## src/rtl/crp_pkg.sv

```systemverilog
package crp_pkg;

  typedef enum logic [1:0] {
    ST_IDLE = 2'd0,
    ST_PRE  = 2'd1,
    ST_SET  = 2'd2,
    ST_CLR  = 2'd3
  } crp_state_e;

  typedef enum logic [1:0] {
    PH_ADDR  = 2'd0,
    PH_DATA  = 2'd1,
    PH_WRITE = 2'd2
  } crp_phase_e;

endpackage

```

## src/rtl/crp_rst_sync.sv

```systemverilog
module crp_rst_sync (
  input  logic clk,
  input  logic rst_n_a,
  output logic rst_n_s
);

  logic [1:0] sync_q;

  always_ff @(posedge clk or negedge rst_n_a) begin
    if (!rst_n_a) sync_q <= 2'b00;
    else          sync_q <= {sync_q[0], 1'b1};
  end

  assign rst_n_s = sync_q[1];

endmodule

```

## src/rtl/crp_poll_timer.sv

```systemverilog
module crp_poll_timer #(
  parameter int unsigned TICK_DIV   = 50,
  parameter int unsigned POLL_LIMIT = 100
) (
  input  logic clk,
  input  logic rst_n,
  input  logic run_i,
  input  logic restart_i,
  output logic expire_o
);

  localparam int unsigned DIV_W = $clog2(TICK_DIV + 1);
  localparam int unsigned LIM_W = $clog2(POLL_LIMIT + 1);

  logic             tick;
  logic             cnt_en;
  logic [LIM_W-1:0] poll_q, poll_n;

  assign cnt_en = run_i || restart_i;

  // Poll tick: divided clock when TICK_DIV > 1, every cycle otherwise
  if (TICK_DIV > 1) begin : g_div
    logic [DIV_W-1:0] div_q, div_n;

    always_comb begin
      if (restart_i || !run_i)                  div_n = '0;
      else if (div_q == DIV_W'(TICK_DIV - 1))   div_n = '0;
      else                                      div_n = div_q + 1'b1;
    end

    always_ff @(posedge clk or negedge rst_n) begin
      if (!rst_n)      div_q <= '0;
      else if (cnt_en) div_q <= div_n;
    end

    assign tick = run_i && (div_q == DIV_W'(TICK_DIV - 1));
  end else begin : g_nodiv
    assign tick = run_i;
  end

  always_comb begin
    if (restart_i || !run_i) poll_n = '0;
    else if (tick)           poll_n = poll_q + 1'b1;
    else                     poll_n = poll_q;
  end

  always_ff @(posedge clk or negedge rst_n) begin
    if (!rst_n)      poll_q <= '0;
    else if (cnt_en) poll_q <= poll_n;
  end

  assign expire_o = tick && (poll_q == LIM_W'(POLL_LIMIT - 1));

  // the tick count of a wait never passes its limit
  assert_poll_bound_R5: assert property (@(posedge clk) disable iff (!rst_n)
    run_i |-> (poll_q <= LIM_W'(POLL_LIMIT - 1)));

endmodule

```

## src/rtl/crp_seq.sv

```systemverilog
module crp_seq
  import crp_pkg::*;
#(
  parameter int unsigned VAL_W = 16
) (
  input  logic             clk,
  input  logic             rst_n,
  input  logic             start_i,
  input  logic [VAL_W-1:0] addr_i,
  input  logic [VAL_W-1:0] data_i,
  input  logic             ack_i,
  input  logic             expire_i,
  output logic             run_o,
  output logic             restart_o,
  output logic [VAL_W+3:0] word_o,
  output logic             busy_o,
  output logic             done_o,
  output logic             err_o
);

  crp_state_e       state_q, state_n;
  crp_phase_e       phase_q, phase_n;
  logic [VAL_W-1:0] addr_q, data_q, val;
  logic             ld;
  logic             done_q, done_n, err_q, err_n;
  logic             cmd_a, cmd_d, cmd_w;

  // Next-state logic
  always_comb begin
    state_n = state_q;
    phase_n = phase_q;
    ld      = 1'b0;
    done_n  = 1'b0;
    err_n   = 1'b0;
    case (state_q)
      ST_IDLE: begin
        if (start_i) begin
          ld      = 1'b1;
          phase_n = PH_ADDR;
          state_n = ST_PRE;
        end
      end
      ST_PRE: state_n = ST_SET;
      ST_SET: begin
        if (ack_i) begin
          state_n = ST_CLR;
        end else if (expire_i) begin
          state_n = ST_IDLE;
          err_n   = 1'b1;
        end
      end
      ST_CLR: begin
        if (!ack_i) begin
          case (phase_q)
            PH_ADDR: begin
              phase_n = PH_DATA;
              state_n = ST_PRE;
            end
            PH_DATA: begin
              phase_n = PH_WRITE;
              state_n = ST_SET;
            end
            default: begin
              state_n = ST_IDLE;
              done_n  = 1'b1;
            end
          endcase
        end else if (expire_i) begin
          state_n = ST_IDLE;
          err_n   = 1'b1;
        end
      end
      default: state_n = ST_IDLE;
    endcase
  end

  // Registers
  always_ff @(posedge clk or negedge rst_n) begin
    if (!rst_n) begin
      state_q <= ST_IDLE;
      phase_q <= PH_ADDR;
      done_q  <= 1'b0;
      err_q   <= 1'b0;
    end else begin
      state_q <= state_n;
      phase_q <= phase_n;
      done_q  <= done_n;
      err_q   <= err_n;
    end
  end

  always_ff @(posedge clk or negedge rst_n) begin
    if (!rst_n) begin
      addr_q <= '0;
      data_q <= '0;
    end else if (ld) begin
      addr_q <= addr_i;
      data_q <= data_i;
    end
  end

  // Outgoing word
  always_comb begin
    val   = (phase_q == PH_ADDR) ? addr_q : data_q;
    cmd_a = 1'b0;
    cmd_d = 1'b0;
    cmd_w = 1'b0;
    if (state_q == ST_SET) begin
      case (phase_q)
        PH_ADDR: cmd_a = 1'b1;
        PH_DATA: cmd_d = 1'b1;
        default: cmd_w = 1'b1;
      endcase
    end
    if (state_q == ST_IDLE) word_o = '0;
    else                    word_o = {cmd_w, 1'b0, val, cmd_d, cmd_a};
  end

  assign run_o     = (state_q == ST_SET) || (state_q == ST_CLR);
  assign restart_o = (state_n != state_q);
  assign busy_o    = (state_q != ST_IDLE);
  assign done_o    = done_q;
  assign err_o     = err_q;

  // captured operands hold for the whole transaction
  assert_val_hold_R8: assert property (@(posedge clk) disable iff (!rst_n)
    (state_q != ST_IDLE) |=> ($stable(addr_q) && $stable(data_q)));

  // completion only follows the commit phase
  assert_done_after_commit_R2: assert property (@(posedge clk) disable iff (!rst_n)
    done_q |-> $past(phase_q == PH_WRITE));

  // completion pulses last one cycle
  assert_single_pulse_R7: assert property (@(posedge clk) disable iff (!rst_n)
    (done_q || err_q) |=> !(done_q || err_q));

endmodule

```

## src/rtl/crp_write_master.sv

```systemverilog
module crp_write_master #(
  parameter int unsigned VAL_W      = 16,
  parameter int unsigned TICK_DIV   = 50,
  parameter int unsigned POLL_LIMIT = 100
) (
  input  logic             clk,
  input  logic             rst_n,
  input  logic             start_i,
  input  logic [VAL_W-1:0] addr_i,
  input  logic [VAL_W-1:0] data_i,
  input  logic             cr_ack_i,
  output logic [VAL_W+3:0] cr_word_o,
  output logic             busy_o,
  output logic             done_o,
  output logic             err_o
);

  localparam int unsigned WORD_W = VAL_W + 4;
  localparam int unsigned WR_BIT = WORD_W - 1;

  logic rst_n_s;
  logic run, restart, expire;

  crp_rst_sync u_rst_sync (
    .clk     (clk),
    .rst_n_a (rst_n),
    .rst_n_s (rst_n_s)
  );

  crp_poll_timer #(
    .TICK_DIV   (TICK_DIV),
    .POLL_LIMIT (POLL_LIMIT)
  ) u_timer (
    .clk       (clk),
    .rst_n     (rst_n_s),
    .run_i     (run),
    .restart_i (restart),
    .expire_o  (expire)
  );

  crp_seq #(
    .VAL_W (VAL_W)
  ) u_seq (
    .clk       (clk),
    .rst_n     (rst_n_s),
    .start_i   (start_i),
    .addr_i    (addr_i),
    .data_i    (data_i),
    .ack_i     (cr_ack_i),
    .expire_i  (expire),
    .run_o     (run),
    .restart_o (restart),
    .word_o    (cr_word_o),
    .busy_o    (busy_o),
    .done_o    (done_o),
    .err_o     (err_o)
  );

  // never two strobes at once
  assert_one_strobe_R1: assert property (@(posedge clk) disable iff (!rst_n_s)
    $onehot0({cr_word_o[WR_BIT], cr_word_o[1], cr_word_o[0]}));

  // an unanswered strobe stays up unless the wait times out
  assert_strobe_hold_R4: assert property (@(posedge clk) disable iff (!rst_n_s)
    ((cr_word_o[WR_BIT] || cr_word_o[1] || cr_word_o[0]) && !cr_ack_i)
      |=> ((cr_word_o[WR_BIT] || cr_word_o[1] || cr_word_o[0]) || err_o));

  // done and error never coincide
  assert_done_err_excl_R7: assert property (@(posedge clk) disable iff (!rst_n_s)
    !(done_o && err_o));

  // on completion the port is released and busy is low
  assert_end_idle_R6: assert property (@(posedge clk) disable iff (!rst_n_s)
    (done_o || err_o) |-> (!busy_o && (cr_word_o == '0)));

endmodule

```

## config.mk

```make
export PLATFORM = sky130hd
export DESIGN_NAME = crp_write_master
export DESIGN_NICKNAME = d
export VERILOG_FILES = /design/src/rtl/crp_pkg.sv /design/src/rtl/crp_rst_sync.sv /design/src/rtl/crp_poll_timer.sv /design/src/rtl/crp_seq.sv /design/src/rtl/crp_write_master.sv
export SDC_FILE = /design/constraint.sdc
export NUM_CORES = 1
export LEC_CHECK = 0
export ABC_AREA = 1
export ABC_CLOCK_PERIOD_IN_PS = 3400
export CAP_MARGIN = 20
export CORE_MARGIN = 10
export CORE_UTILIZATION = 57
export CTS_BUF_LIST = sky130_fd_sc_hd__clkbuf_8
export CTS_CLUSTER_DIAMETER = 30
export DETAILED_ROUTE_END_ITERATION = 10
export PLACE_DENSITY = 0.89
export SYNTH_ARGS = -nofsm -noshare
export SYNTH_HDL_FRONTEND = slang
export SYNTH_HIERARCHICAL = 1
export SYNTH_SLANG_ARGS = --single-unit
```

## constraint.sdc

```tcl
create_clock -name clk -period 3.4 [get_ports clk]
set_input_delay 0.68 -clock clk [delete_from_list [all_inputs] [get_ports clk]]
set_output_delay 0.68 -clock clk [all_outputs]
set_load 0.01 [all_outputs]
```

==> impl_metrics.ini <==
[setup_path]
cp_data_arrival_time_ns = 2.45
critPathRequiredTime_ns = 2.72
cp_max_fo = 19
timing.rr.start = u_seq/state_q[0]
reg2reg_to = u_timer/poll_q[6]
critPathKind = reg -> out
path_depth = 6
critPathCapture = cr_word_o[12]
critical-path-top-delay-family = buffers and inverters
crit_buf_inv = 3
worstSetupStartpoint = u_seq/state_q[0]
cp_cell_sequence = inv_1 > ha_1 > inv_1 > o21ai_0 > nor2_1 > clkdlybuf4s50_1
reg2reg_slack_ns = 0.61
end_kind = primary output
cp-start-kind = flop
reg2reg_depth = 18
cpMostUsedCell = inv_1
slowest_delay_ns = 0.57
slowest_stage = clkdlybuf4s50_1

[sta]
finalSetupViolCount = 0
setup_tns_ns = 0
final_hold_viol_count = 0
worst_hold_slack_ns = 0.117
rsz0062_at_grt = no
worst_pin_slew_ns = 0.594
setup_ws_ns = 0.270
post-route-min-period_ns = 3.13
timing.fmax_mhz = 319
min_period_over_period = 0.921
relSlewSlack = 0.604
final_max_slew_viol_count = 0
fin_skew_ns = 0.00832

[clock_network]
clk_path_buf_depth = 2
clkTransAtPathRegs_ns = 0.09
worstSkewPairLatency_ns = 0.31
h-tree-depth = 2
ctsResizeCount = 0
cts_tree = built
cts_made_buffers = 5
ctsHoldBuffers = 0
cts_setup_buffers = 0
clock-sinks = 53
clock-root-buffer = clkbuf_8

[yosys]
ys_warn_count = 6
syn_inst = 284
synth_common_cells = 53 x dfrtp_1, 53 x nor2_1, 43 x nand2_1
synth_area_leaders = dfrtp_1 47%, mux2_4 16%, nor2_1 7.1%
synth_cell_types = 31
synth-compound-area-share = 0.0569
synth_ff_type = dfrtp_1
netlist_area_um2 = 2810
synth-edff-count = 0
synth_top_cell_area_share = 0.472
yosysTopAreaCell = dfrtp_1
synth_area_per_cell_um2 = 9.90
synth_top_family_by_area = simple AND/OR/NAND/NOR gates
synth-adder-area-share = 0.0311
synth_xor_area_frac = 0.0156
synthSimpleGateAreaFrac = 0.196
ys_ff_latch = 53
synthArstFlopShare = 1.00
syn_nets = 327
synthMuxAreaShare = 0.168
ys_seq_area_frac = 0.472

[grt]
use_met2 = 0.254
grt_max_degree = 52
met3_usage = 0.0341
grt_pass1_wl_um = 10400
gr-total-overflow = 0
globalRouteMet1Util = 0.187
track_usage = 0.154
antenna_found_initial = 0
top_usage_layer = met2
grt_pass1_vias = 2156

[flow_run]
max_cap_violations = 0

[power_and_ir_drop]
power.leakage_nw = 1.65
ir_drop_mv = 0.583
finalPower_mw = 3.19
cellPowerDensity_nw_per_um2 = 908

[finish]
ff_latch_area_um2 = 1330
fin_util = 0.740
final_layout_size_suffix_gt1_frac = 0.149
multiInputGateArea_um2 = 1320
fillerInstances = 337
insertedDiodeCount = 0
fin_nets = 385
syn_to_final_growth_pct = 25.1

[floorplanning]
fp.dieArea_um2 = 8140
ios = 59
die_h_um = 90.2
initial_core_util = 0.592
fp.dieW_um = 90.2
floorplan.rows = 25
fp.coreArea_um2 = 4750

[place]
port_buffers = 57
gp_congestion = 0.883
dp_hpwl_um = 4460
place_ws_ns = 0.633

[status]
status = finished, final reports clean

[detailed_routing]
drc = 0
drtIter0Drc = 137
vias_per_cell = 5.17
wl_per_cell_um = 14.8
drt_pass1_iterations = 4
routed_wl_um = 6080
ant_nets = 0
vias = 2120

[min_path]
holdCritPathClass = reg -> async
## flip-flops by register name (all words and copies together) (netlist names)
name and cells:
u_seq/done_o 1, u_seq/data_q 16, u_timer/poll_q 7, u_seq/err_o 1
u_seq/state_q 2, u_seq/addr_q 16, u_timer/g_div.div_q 6, u_seq/phase_q 2
u_rst_sync/sync_q 2
## routing by layer
metal / vias up / wire length [um]
met1: 1005 / 2670
li1: 1036 / -
met4: 0 / 133
met2: 71 / 2960
met3: 8 / 319
met5: - / 0
## worst min-delay path by stage
stage,cells after the start,slack [ns],from,to
6_report,0,0.12,u_rst_sync/sync_q[1],u_seq/phase_q[0]
5_1_grt,0,0.14,u_rst_sync/sync_q[1],u_seq/phase_q[0]
4_1_cts,0,0.37,u_rst_sync/sync_q[0],u_rst_sync/sync_q[1]
3_5_place_dp,0,0.34,u_rst_sync/sync_q[0],u_rst_sync/sync_q[1]
3_3_place_gp,0,0.34,u_rst_sync/sync_q[0],u_rst_sync/sync_q[1]
2_1_floorplan,0,0.33,u_rst_sync/sync_q[0],u_rst_sync/sync_q[1]
## metrics by stage
stage                     area, um^2  std cells
after global placement          3380        401
after global routing            3520        410
after detailed placement        3380        401
final                           3520        410
after CTS                       3500        409
after floorplan                 2810        284
## layout make-up
cell class	instances	area share
clock buffer	6	0.0235
clock inverter	2	0.00960
inverter	21	0.0224
multi-input combinational	203	0.376
sequential	53	0.377
tap	67	0.0238
timing repair buffer	58	0.168
## where the power goes
part,total [mW],internal (mW),switching [mW]
sequential,1.01,0.858,0.148
combinational,1.75,0.902,0.847
clock,0.441,0.237,0.203
## kinds of logic after synthesis
family,after synthesis
flip-flops,53
buffers and inverters,28
AND/OR/NAND/NOR,126
adder cells (fa/ha/maj),7
multiplexers,32
other,2
AO/OA/AOI/OAI,31
XOR/XNOR,5
## placed cells by master (no fill, tap or decap)
master,instances
a21oi_1,3
and3_1,1
buf_12,1
bufinv_16,1
clkbuf_8,6
clkdlybuf4s50_1,57
clkinv_1,1
conb_1,2
dfrtp_1,52
dfrtp_2,1
ha_1,7
inv_1,19
inv_2,2
mux2_2,2
mux2_4,30
nand2_1,43
nand2_2,2
nand2_4,2
nand3_1,15
nand3_2,1
nand3b_1,1
nand4_1,3
nor2_1,53
nor2_2,1
nor2_4,1
nor3_1,2
nor3_2,1
o21a_1,1
o21ai_0,23
o21ai_1,2
o22ai_1,2
xnor2_1,1
xor2_1,4
(Power assumes the default switching activity.)
